### src/rtl/pic8_pkg.sv
package pic8_pkg;
  localparam int NIRQ = 8;
  localparam int IDXW = $clog2(NIRQ);
  localparam logic [7:0] BASE_MASK = 8'hFF << IDXW;
  localparam logic [7:0] EOI_CODE  = 8'h20;
  localparam int START_BIT = 4;

  typedef enum logic [2:0] {
    INIT_WAIT, INIT_BASE, INIT_CASC, INIT_MODE, INIT_DONE
  } init_st_e;

  // index of the lowest set bit, NIRQ when none is set
  function automatic logic [IDXW:0] first_set(input logic [NIRQ-1:0] v);
    logic [IDXW:0] r;
    r = (IDXW+1)'(NIRQ);
    for (int i = NIRQ-1; i >= 0; i--) begin
      if (v[i]) r = (IDXW+1)'(i);
    end
    return r;
  endfunction

  function automatic logic [NIRQ-1:0] onehot_of(input logic [IDXW-1:0] idx);
    return NIRQ'(1) << idx;
  endfunction
endpackage

### src/rtl/pic8_init.sv
module pic8_init
  import pic8_pkg::*;
(
  input  logic            clk,
  input  logic            rst_n,
  input  logic            wr_en,
  input  logic            wr_addr,
  input  logic [7:0]      wr_data,
  output logic            ready,
  output logic            init_clr,
  output logic [7:0]      vec_base,
  output logic [NIRQ-1:0] slave_map,
  output logic            single_mode,
  output logic            level_all
);
  init_st_e st;
  logic     need_mode;

  assign init_clr = wr_en && !wr_addr && wr_data[START_BIT];
  assign ready    = (st == INIT_DONE);

  always_ff @(posedge clk or negedge rst_n) begin
    if (!rst_n) begin
      st          <= INIT_WAIT;
      need_mode   <= 1'b0;
      single_mode <= 1'b0;
      level_all   <= 1'b0;
      vec_base    <= '0;
      slave_map   <= '0;
    end else if (init_clr) begin
      st          <= INIT_BASE;
      single_mode <= wr_data[1];
      need_mode   <= wr_data[0];
      level_all   <= wr_data[3];
    end else if (wr_en && wr_addr) begin
      case (st)
        INIT_BASE: begin
          vec_base <= wr_data & BASE_MASK;
          st <= !single_mode ? INIT_CASC : (need_mode ? INIT_MODE : INIT_DONE);
        end
        INIT_CASC: begin
          slave_map <= wr_data[NIRQ-1:0];
          st <= need_mode ? INIT_MODE : INIT_DONE;
        end
        INIT_MODE: st <= INIT_DONE;
        default: ;
      endcase
    end
  end
endmodule

### src/rtl/pic8_req.sv
module pic8_req
  import pic8_pkg::*;
(
  input  logic            clk,
  input  logic            rst_n,
  input  logic            clr,
  input  logic [NIRQ-1:0] irq_in,
  input  logic [NIRQ-1:0] level_sel,
  input  logic [NIRQ-1:0] ack_clr,
  output logic [NIRQ-1:0] req
);
  for (genvar g = 0; g < NIRQ; g++) begin : g_line
    logic prev, lat, rise;
    assign rise = irq_in[g] && !prev && !level_sel[g];
    always_ff @(posedge clk or negedge rst_n) begin
      if (!rst_n) begin
        prev <= 1'b0;
        lat  <= 1'b0;
      end else begin
        prev <= irq_in[g];
        lat  <= clr ? 1'b0 : ((lat && !ack_clr[g]) || rise);
      end
    end
    assign req[g] = level_sel[g] ? irq_in[g] : lat;
  end
endmodule

### src/rtl/pic8_prio.sv
module pic8_prio
  import pic8_pkg::*;
(
  input  logic [NIRQ-1:0] req,
  input  logic [NIRQ-1:0] imr,
  input  logic [NIRQ-1:0] isr,
  output logic [IDXW-1:0] pend_idx,
  output logic [IDXW:0]   svc_top,
  output logic            present
);
  logic [IDXW:0] pend_full;
  assign pend_full = first_set(req & ~imr);
  assign svc_top   = first_set(isr);
  assign pend_idx  = pend_full[IDXW-1:0];
  assign present   = !pend_full[IDXW] && (pend_full < svc_top);
endmodule

### src/rtl/pic8_core.sv
module pic8_core
  import pic8_pkg::*;
(
  input  logic       clk,
  input  logic       rst_n,
  input  logic       wr_en,
  input  logic       wr_addr,
  input  logic [7:0] wr_data,
  input  logic       trig_we,
  input  logic [7:0] trig_data,
  input  logic [7:0] irq_in,
  input  logic       inta,
  output logic       int_out,
  output logic       vec_valid,
  output logic [7:0] vec_out,
  output logic       cas_active,
  output logic [2:0] cas_sel
);
  logic            ready, init_clr, single_mode, level_all;
  logic [7:0]      vec_base;
  logic [NIRQ-1:0] slave_map, lvl_reg, level_sel, req, imr, isr;
  logic [NIRQ-1:0] ack_onehot, eoi_clr;
  logic [IDXW-1:0] pend_idx, lo_idx;
  logic [IDXW:0]   svc_top;
  logic            present, ack_take, ack_hit, to_slave, eoi_req, mask_wr;

  pic8_init u_init (
    .clk(clk), .rst_n(rst_n), .wr_en(wr_en), .wr_addr(wr_addr), .wr_data(wr_data),
    .ready(ready), .init_clr(init_clr), .vec_base(vec_base), .slave_map(slave_map),
    .single_mode(single_mode), .level_all(level_all)
  );

  assign level_sel = lvl_reg | {NIRQ{level_all}};

  pic8_req u_req (
    .clk(clk), .rst_n(rst_n), .clr(init_clr), .irq_in(irq_in),
    .level_sel(level_sel), .ack_clr(ack_onehot), .req(req)
  );

  pic8_prio u_prio (
    .req(req), .imr(imr), .isr(isr),
    .pend_idx(pend_idx), .svc_top(svc_top), .present(present)
  );

  // named command events
  assign mask_wr    = ready && wr_en && wr_addr;
  assign eoi_req    = ready && wr_en && !wr_addr && (wr_data == EOI_CODE);
  assign ack_take   = ready && inta;
  assign ack_hit    = ack_take && present;
  assign to_slave   = !single_mode && slave_map[pend_idx];
  assign ack_onehot = ack_hit ? onehot_of(pend_idx) : '0;
  assign eoi_clr    = (eoi_req && !svc_top[IDXW]) ? onehot_of(svc_top[IDXW-1:0]) : '0;
  assign lo_idx     = ack_hit ? pend_idx : IDXW'(NIRQ-1);
  assign int_out    = ready && present;

  always_ff @(posedge clk or negedge rst_n) begin
    if (!rst_n) begin
      imr        <= '0;
      isr        <= '0;
      lvl_reg    <= '0;
      vec_valid  <= 1'b0;
      vec_out    <= '0;
      cas_active <= 1'b0;
      cas_sel    <= '0;
    end else begin
      if (trig_we) lvl_reg <= trig_data;
      if (init_clr) begin
        imr <= '0;
        isr <= '0;
      end else begin
        if (mask_wr) imr <= wr_data;
        isr <= (isr & ~eoi_clr) | ack_onehot;
      end
      vec_valid  <= ack_take && !(ack_hit && to_slave);
      cas_active <= ack_hit && to_slave;
      if (ack_take) vec_out <= vec_base | 8'(lo_idx);
      if (ack_hit) cas_sel <= pend_idx;
    end
  end
endmodule

### config.mk
export PLATFORM = sky130hd
export DESIGN_NAME = pic8_core
export DESIGN_NICKNAME = d
export VERILOG_FILES = /design/src/rtl/pic8_pkg.sv /design/src/rtl/pic8_init.sv /design/src/rtl/pic8_req.sv /design/src/rtl/pic8_prio.sv /design/src/rtl/pic8_core.sv
export SDC_FILE = /design/constraint.sdc
export NUM_CORES = 1
export LEC_CHECK = 0
export BUFFER_PORTS_ARGS = -buffer_cell sky130_fd_sc_hd__buf_2
export CELL_PAD_IN_SITES_DETAIL_PLACEMENT = 0
export CELL_PAD_IN_SITES_GLOBAL_PLACEMENT = 1
export CORE_ASPECT_RATIO = 0.75
export CORE_MARGIN = 2
export CORE_UTILIZATION = 46
export DETAILED_ROUTE_END_ITERATION = 12
export GPL_ROUTABILITY_DRIVEN = 0
export GPL_TIMING_DRIVEN = 0
export MAX_ROUTING_LAYER = met4
export PLACE_DENSITY = 0.9
export RECOVER_POWER = 100
export SETUP_SLACK_MARGIN = 0.02
export SLEW_MARGIN = 30
export SYNTH_ARGS = -nofsm -noshare
export SYNTH_HDL_FRONTEND = slang
export SYNTH_SLANG_ARGS = --single-unit
### constraint.sdc
create_clock -name clk -period 4.6 [get_ports clk]
set_input_delay 0.23 -clock clk [delete_from_list [all_inputs] [get_ports clk]]
set_output_delay 0.23 -clock clk [all_outputs]
set_load 0.05 [all_outputs]
==> metrics.txt, run 1 <==
Slew HR -0.501; synthesized area 3600 um2; Via Count 2,879; Worst-Skew Late Latency 0.36 ns; Crit-path slowest cell a2111oi_1; setup violators final 0; Max Buffers Root-to-Sink 2; Yosys top cell area share 0.500; CTS tree built; Max Clock Freq 245 MHz; Cells after DPL 483; met2 usage 0.354; RSZ-0062 raised after global routing false; initial standard-cell utilization of the core 0.483; crit path capture type flip-flop; Die Height 80.7 um; Seq/Total Area, Yosys 0.500; hold slack 0.0180 ns; top cells by area, synth dfrtp_1 (50%), mux2_2 (6.6%), nand2_1 (5.9%), o21ai_0 (2.9%), a21oi_1 (1.9%); Die ar. 8570 um2; Syn. warnings 0; DRC 0; Peak VDD IR 244 uV; fillers 655; syn_area_per_cell 10.6 um2; P&R area growth vs syn 15.7%; status finished with violations; Buffers on Ports 42; Post-CTS Setup Repair Bufs 0; Synth Flop Type dfrtp_1; most frequent cells in the layout dfrtp_1 (72), nand2_1 (57), clkbuf_1 (36); Setup CP Type flip-flop to flip-flop; drt initial violations 191; # diodes 0; Worst-path clk slew 0.08 ns; first-pass GRT wire length 14,600 um; routing usage on met3 0.0593; initial antenna violation count 0; failing checks max-capacitance violations, max-slew violations; worst path required time 4.79 ns; Ports 44; DR WL/cell 17.5 um; Cell Chain, Critical Path clkbuf_1, o21ai_0, a21oi_2, nor2_4, nand2_1, nor3_1, ha_1, a21oi_1, and4b_1, o21ai_1, a2111oi_1, o22ai_1; cell taking the most area after synthesis dfrtp_1; Syn Nets 372; largest net degree at the start of global routing 43; DR vias/cell 5.71; Clock Skew 0.0142 ns; Post-synth ARST share 1.00; vias in the first global route 2,877; startpoint types flip-flop; Slew Limit Fails 75; cells after synthesis 339; first-pass detailed-route iteration total 4; fin crit period 4.08 ns; worst reg2reg setup slack 0.52 ns; share of cells above drive strength 1 0.203; register bit total from synthesis 72; setup_tns 0 ns; Max stage delay on crit path 0.83 ns; max-cap violation count 2; drt total wl 8800 um; final hold vios 0; nets 431; Top Usage Layer GRT met2; core outline area 7470 um2; Least-Margin Pin Slew 2.25 ns; M1 GR Usage 0.308; commonest non-fill, non-tap cell in the layout dfrtp_1; clk sinks 72; antenna violation net count after detailed routing 0; cell leakage power 1.78 nW; Power Density 596 nW/um2; crit path max fanout 10; min-delay worst type input port to flip-flop; GRT overflow 0; die span in x 106 um; period utilization 0.887; H-tree depth 3; final HPWL from detailed placement 6550 um; Yosys cell types 60; Post-synth EDFFs 0; root buf cell clkbuf_8; Num CTS Buffers 9; row count 27; Worst Path Arrival 4.27 ns; GRT Total Usage 0.231; Final Non-Filler Cells 504
layout make-up:
cell class                 instances  area [um2]  area share
timing repair buffer              48         234      0.0561
buffer                            12        60.1      0.0144
sequential                        72        1800       0.432
clock inverter                     6         115      0.0276
tap                              101         126      0.0303
clock buffer                      10         128      0.0306
multi-input combinational        250        1690       0.404
inverter                           5        18.8     0.00450
stage by stage:
step	setup WS, ns	total power [mW]	utilization	instance area (um2)
after floorplan	0.948	1.65	-	3600
after global placement	0.796	1.87	0.528	3940
after detailed placement	0.689	1.90	0.531	3960
after CTS	0.678	2.52	0.569	4250
after global routing	0.253	2.63	0.559	4170
final	0.520	2.48	0.559	4170
worst max-delay path, delay by kind of cell (launching register included):
family	cells	cell delay, ns
buffers and inverters	1	0.28
AND/OR/NAND/NOR	4	0.97
adder cells (fa/ha/maj)	1	0.34
flip-flops	1	0.49
AO/OA/AOI/OAI	6	1.83
kinds of logic after synthesis:
group / count (synthesis) / share of synthesized area
simple gates: 135 / 0.206
fa+ha+maj: 3 / 0.0104
compound gates: 89 / 0.189
mux: 23 / 0.0719
buf+inv: 17 / 0.0222
flops: 72 / 0.500
cells in the mapped netlist, types with 2 or more instances:
| library cell | count |
|---|---|
| dfrtp_1 | 72 |
| nand2_1 | 57 |
| mux2_2 | 21 |
| o21ai_0 | 21 |
| nor2_1 | 16 |
| a21oi_1 | 14 |
| clkbuf_1 | 9 |
| nand2b_1 | 8 |
| nor4_1 | 7 |
| or3b_1 | 7 |
| or4b_2 | 6 |
| a21o_1 | 5 |
| a21oi_2 | 5 |
| nor2b_1 | 5 |
| and3_1 | 4 |
| inv_1 | 4 |
| nand3_1 | 4 |
| o21a_1 | 4 |
| o22ai_1 | 4 |
| a2111oi_2 | 3 |
| and2_1 | 3 |
| ha_1 | 3 |
| nand4_1 | 3 |
| o31a_1 | 3 |
| o31ai_1 | 3 |
| a21oi_4 | 2 |
| a311oi_1 | 2 |
| a31o_2 | 2 |
| a31oi_1 | 2 |
| and4b_1 | 2 |
| buf_6 | 2 |
| mux2_1 | 2 |
| nand3b_1 | 2 |
| nor3_1 | 2 |
| nor3b_2 | 2 |
| o21ai_1 | 2 |
| o21ai_4 | 2 |
| or2_2 | 2 |
report_power, final:
group	leakage [nW]	internal [mW]	switching, mW
sequential	0.903	0.813	0.129
clock	0.117	0.363	0.251
combinational	0.755	0.320	0.609
worst paths after layout:
| kind | cells after the start | from | endpoint |
|---|---|---|---|
| setup / recovery | 12 | u_init.level_all | u_req.g_line[6].lat |
| setup reg to reg | 12 | u_init.level_all | u_req.g_line[6].lat |
| max in group asynchronous | 3 | rst_n | isr[5] |
| hold / removal | 1 | irq_in[0] | u_req.g_line[0].prev |
| hold reg to reg | 2 | u_init.vec_base[3] | vec_out[3] |
| min in group asynchronous | 2 | rst_n | lvl_reg[7] |
layer usage:
layer,routed length [um],share of wire
met1,4070,0.46
met2,3990,0.45
met3,633,0.072
met4,108,0.012
met5,0,0
timing repair:
action	CTS	global route
resized for setup	0	0
hold endpoints to repair	33	1
hold buffers	4	1
Note: power is estimated with default switching activity, not from simulation.
==> run 2: changes to the inputs <==
REMOVE_ABC_BUFFERS = 1   (was unset)
==> run 2 against run 1 <==
  * The flow still finishes with violations (max-capacitance violations, max-slew violations)
  * Utilization shrank 0.18 points
  * Power shrank 3.1%
  * Global-route usage is 0.27 points lower
  * Worst hold slack better by 0.082 ns
  * Critical path type unchanged
  * Routed wire length shrank 4.5%
  * Non-clock buffer count down 7
  * Sequential power hardly changed
  * Setup slack worse by 0.17 ns
  * Register-to-register slack worse by 0.17 ns
==> metrics.txt, run 2 (synthesized netlist as in run 1, its figures left out) <==
GRT overflow 0 (unchanged); worst path required time 4.80 ns (about the same); initial antenna violation count 0 (unchanged); Max Buffers Root-to-Sink 2 (unchanged); worst reg2reg setup slack 0.35 ns (-0.17 ns); CTS tree built; Crit-path slowest cell a21oi_2; Ports 44 (unchanged); largest net degree at the start of global routing 45 (+4.7%); H-tree depth 3 (unchanged); Via Count 2,783 (-3.3%); final HPWL from detailed placement 6210 um (-5.2%); Crit path depth 11 (-1); setup violators final 0 (unchanged); Power Density 579 nW/um2 (-2.7%); Worst-path clk slew 0.08 ns (about the same); Buffers on Ports 43 (+2.4%); Die Height 80.7 um (unchanged); min-delay worst type input port to flip-flop; drt initial violations 156 (-18%); Clock Skew 0.00594 ns (-0.00823 ns); share of cells above drive strength 1 0.220 (+0.0162); final worst slack 0.347 ns (-0.173 ns); # diodes 0 (unchanged); met2 wire length 3820 um (-4.3%); Cells after DPL 472 (-2.3%); status finished with violations; Worst R2R Start u_init.level_all; Post-CTS Setup Repair Bufs 0 (unchanged); row count 27 (unchanged); clk sinks 72 (unchanged); M1 WL 4030 um (-1.0%); antenna violation net count after detailed routing 0 (unchanged); nets 424 (-1.6%); initial standard-cell utilization of the core 0.483 (unchanged); cell leakage power 1.77 nW (-0.16%); Power, Total 2.41 mW (-3.1%); fin crit period 4.25 ns (+0.173 ns); Peak VDD IR 329 uV (+35%); most frequent cells in the layout dfrtp_1 (72), nand2_1 (56), clkbuf_1 (24); Register-to-Register Path Depth 11 (-1); Least-Margin Pin Slew 2.36 ns (+0.103 ns); Slew HR -0.570 (-0.0689); DR vias/cell 5.60 (-2.0%); crit path capture type flip-flop; vias in the first global route 2,780 (-3.4%); final hold vios 0 (unchanged); P&R area growth vs syn 15.3%; first-pass GRT wire length 14,400 um (-1.3%); Max stage delay on crit path 0.67 ns (-0.16 ns); max-cap violation count 2 (unchanged); die span in x 106 um (unchanged); first-pass detailed-route iteration total 4 (unchanged); Setup CP Type flip-flop to flip-flop; Worst Path Arrival 4.46 ns (+0.19 ns); drt total wl 8410 um (-4.5%); RSZ-0062 raised after global routing false; Worst Setup SP u_init.level_all; Cell Chain, Critical Path or3b_1, a21oi_2, nor2_4, nand2_1, nor3_1, ha_1, a21oi_1, and4b_1, o21ai_4, a2111oi_1, o22ai_1; DRC 0 (unchanged); DR WL/cell 16.9 um (-3.1%); CP top delay family compound AO/OA/AOI/OAI gates; core outline area 7470 um2 (unchanged); Slew Limit Fails 75 (unchanged); Util after Layout 0.557 (-0.00184); commonest non-fill, non-tap cell in the layout dfrtp_1; period utilization 0.924 (+0.0376); Max Clock Freq 235 MHz (-4.1%); crit path max fanout 25 (+15); Num CTS Buffers 9 (unchanged); pre-CTS WS 0.524 ns (-0.165 ns); worst reg2reg path endpoint u_req.g_line[7].lat; crit path buf inv count 0 (-1); setup_tns 0 ns (unchanged); DR WL met3 493 um (-22%); Final Non-Filler Cells 497 (-1.4%); root buf cell clkbuf_8; Worst-Skew Late Latency 0.36 ns (about the same); crit path capture u_req.g_line[7].lat; failing checks max-capacitance violations, max-slew violations; Max Used Layer met4; Die ar. 8570 um2 (unchanged); GRT Total Usage 0.229 (-0.00271); startpoint types flip-flop
==> run 2: cell count changes in the layout (fill, tap and decap cells not counted), sizes merged <==
cell         before  now
dlygate4sd3       5    9
buf              20   19
clkbuf           45   35
inv               6    5
clkinv            1    3
bufinv            3    2
==> run 2: what timing repair did <==
item | in CTS | in global routing
hold buffers | 9 | 0
endpoints found under the hold margin | 51 | 0
gates resized for setup | 0 | 0
==> run 2: final cells by class <==
class                      instances  area, um2
fill                             690       3310
sequential                        72       1800
multi-input combinational        250       1710
timing repair buffer              53        280
clock buffer                      10        138
tap                              101        126
clock inverter                     6       82.6
inverter                           5       18.8
==> run 2: metal layers <==
metal	up-vias	GRT usage
li1	1345	-
met1	1368	0.310
met2	64	0.338
met3	6	0.0682
met4	0	0.0566
met5	-	-
==> run 2: how the worst min path moves through the flow <==
| stage | startpoint | endpoint | slack, ns | cells after the start |
|---|---|---|---|---|
| after CTS | trig_data[7] | lvl_reg[7] | 0.08 | 2 |
| after global placement | irq_in[2] | u_req.g_line[2].prev | 0.36 | 1 |
| after floorplan | rst_n | cas_active | -0.07 | 0 |
| after global routing | trig_data[7] | lvl_reg[7] | 0.08 | 2 |
| after detailed placement | rst_n | u_req.g_line[3].prev | 0.26 | 1 |
| final | trig_data[7] | lvl_reg[7] | 0.1 | 2 |
==> run 2: metrics by stage <==
stage,cell area (um2),hold WS (ns)
floorplan,3540,-0.0656
global placement,3880,0.358
detailed placement,3910,0.264
CTS,4220,0.0792
global route,4160,0.0820
finish,4160,0.0997
==> run 2: power breakdown <==
group	leakage [nW]	internal, mW	switching, mW
Clock	0.112	0.317	0.234
Sequential	0.903	0.813	0.131
Combinational	0.757	0.313	0.599
==> run 3: changes to the inputs <==
==> constraint.sdc (replaced) <==
create_clock -name clk -period 4.6 [get_ports clk]
set_input_delay 0.23 -clock clk [delete_from_list [all_inputs] [get_ports clk]]
set_output_delay 0.23 -clock clk [all_outputs]
set_load 0.1 [all_outputs]
==> run 3 against run 2 <==
  * The flow still finishes with violations (max-capacitance violations, max-slew violations)
  * Combinational power rose by 20%
  * Setup slack better by 0.096 ns
  * Sequential power barely moved
  * Count of clock-buffer cells in the layout did not move
  * Global-route usage did not move
  * Sequential share of layout area grew 0.065 points
  * Worst hold slack got worse by 0.0035 ns
==> metrics.txt, run 3 (synthesized netlist as in run 1, its figures left out) <==
Ports 44 (unchanged); Worst R2R Start u_init.level_all; first-pass GRT wire length 14,400 um (unchanged); M1 WL 4020 um (-0.30%); most frequent cells in the layout dfrtp_1 (72), nand2_1 (56), clkbuf_1 (24); Int Power 1.44 mW (about the same); Via Count 2,798 (+0.54%); drt initial violations 204 (+31%); Peak VDD IR 526 uV (+60%); nets 424 (unchanged); worst hold start trig_data[7]; cell leakage power 1.77 nW (about the same); final instance area 4150 um2 (-0.15%); clk sinks 72 (unchanged); Post-CTS Setup Repair Bufs 0 (unchanged); Least-Margin Pin Slew 2.34 ns (-0.0106 ns); Multi-input gate area 1700 um2 (-0.37%); Max Buffers Root-to-Sink 2 (unchanged); Max Clock Freq 241 MHz (+2.3%); antenna violation net count after detailed routing 0 (unchanged); CTS tree built; fillers 693 (+0.43%); Die Height 80.7 um (unchanged); Slew HR -0.563 (+0.00704); DRC 0 (unchanged); H-tree depth 3 (unchanged); commonest non-fill, non-tap cell in the layout dfrtp_1; sequential share of power 0.364 (-0.028); GRT Total Usage 0.229 (unchanged); Worst Setup SP u_init.level_all; met2 wire length 3790 um (-0.66%); Comb power frac 0.423 (+0.044); failing checks max-capacitance violations, max-slew violations; fin crit period 4.16 ns (-0.0955 ns); root buf cell clkbuf_8; GRT overflow 0 (unchanged); first-pass detailed-route iteration total 4 (unchanged); setup violators final 0 (unchanged); crit path capture type primary output; Num CTS Buffers 9 (unchanged); startpoint types flip-flop; DR vias/cell 5.63 (+0.54%); period utilization 0.904 (-0.0208); core outline area 7470 um2 (unchanged); share of cells above drive strength 1 0.212 (-0.00758); initial standard-cell utilization of the core 0.483 (unchanged); initial antenna violation count 0 (unchanged); Power Density 625 nW/um2 (+7.9%); DR WL/cell 16.9 um (about the same); placed cell areas 3910 um2 (unchanged); vias in the first global route 2,780 (unchanged); Util after Layout 0.556 (-0.000838); drt total wl 8400 um (about the same); largest net degree at the start of global routing 45 (unchanged); DR WL met3 517 um (+4.9%); final hold vios 0 (unchanged); FF+latch area 1800 um2 (unchanged); Clock Skew 0.00778 ns (+0.00184 ns); Clock Power Share 0.213 (-0.016); worst path required time 4.37 ns (-0.43 ns); P&R area growth vs syn 15.2%; Final Non-Filler Cells 497 (unchanged); NetSw 1.15 mW (+19%); setup_tns 0 ns (unchanged); Buffers on Ports 43 (unchanged); min-delay worst type input port to flip-flop; Worst-path clk slew 0.08 ns (about the same); max-cap violation count 2 (unchanged); # diodes 0 (unchanged); Slew Limit Fails 75 (unchanged); Worst Path Arrival 3.93 ns (-0.53 ns); Setup CP Type flip-flop to primary output; status finished with violations; Max Used Layer met4; final HPWL from detailed placement 6210 um (unchanged); RSZ-0062 raised after global routing false; Worst-Skew Late Latency 0.36 ns (about the same); Cells after DPL 472 (unchanged); sw frac 0.444 (+0.0432); crit path max fanout 25 (unchanged); Die ar. 8570 um2 (unchanged); die span in x 106 um (unchanged); row count 27 (unchanged)
-- run 3: cell counts in the layout (fill, tap and decap cells not counted) --
Identical to the previous run, type by type.
-- run 3: area by class of cell --
class                           count  share of cell area
Sequential cell                    72               0.434
Multi-Input combinational cell    250               0.410
Timing Repair Buffer               53              0.0675
Clock buffer                       10              0.0332
Tap cell                          101              0.0304
Clock inverter                      6              0.0199
Inverter                            5             0.00452
-- run 3: per-stage QoR --
stage	total power [mW]	setup slack [ns]	hold WS, ns
2_1_floorplan	1.82	-0.312	-0.0656
4_1_cts	2.63	0.327	0.0792
6_report	2.59	0.443	0.0962
3_5_place_dp	2.06	0.524	0.264
5_1_grt	2.75	0.0982	0.0820
3_3_place_gp	2.03	0.602	0.358
-- run 3: power groups by stage --
stage | sequential [mW] | clock, mW | combinational, mW
finish | 0.944 | 0.553 | 1.10
global route | 0.970 | 0.597 | 1.19
CTS | 0.943 | 0.568 | 1.12
detailed placement | 0.954 | 0 | 1.11
global placement | 0.947 | 0 | 1.08
floorplan | 1.26 | 0 | 0.563
-- run 3: repair_timing --
action,4_1_cts,5_1_grt
hold endpoints to repair,51,0
hold buffers,9,0
setup endpoints to repair,0,1
gates resized for setup,0,1
-- run 3: metal layers --
metal | GRT usage | up-vias
met2 | 0.338 | 61
li1 | - | 1349
met5 | - | -
met3 | 0.0682 | 8
met4 | 0.0566 | 0
met1 | 0.310 | 1380
-- run 3: final timing paths --
| kind | to | slack, ns | cells past startpoint |
|---|---|---|---|
| worst max-delay path | int_out | 0.44 | 10 |
| worst min-delay path | lvl_reg[7] | 0.1 | 2 |
| worst max register to register | u_req.g_line[3].lat | 0.44 | 11 |
| worst min register to register | vec_out[4] | 0.47 | 2 |
| max in group asynchronous | cas_sel[2] | 1.16 | 3 |
| min in group asynchronous | imr[2] | 1.12 | 2 |
-- run 3: worst max-delay path: stages, from the launching register on --
cell      delay, ns
dfrtp_1        0.61
or3b_1         0.45
a21oi_1        0.45
nor2_1         0.14
nand2_1        0.22
nor3_1         0.14
ha_1           0.33
a21oi_1        0.27
nand2_1        0.10
a311oi_1       0.33
clkbuf_2       0.52
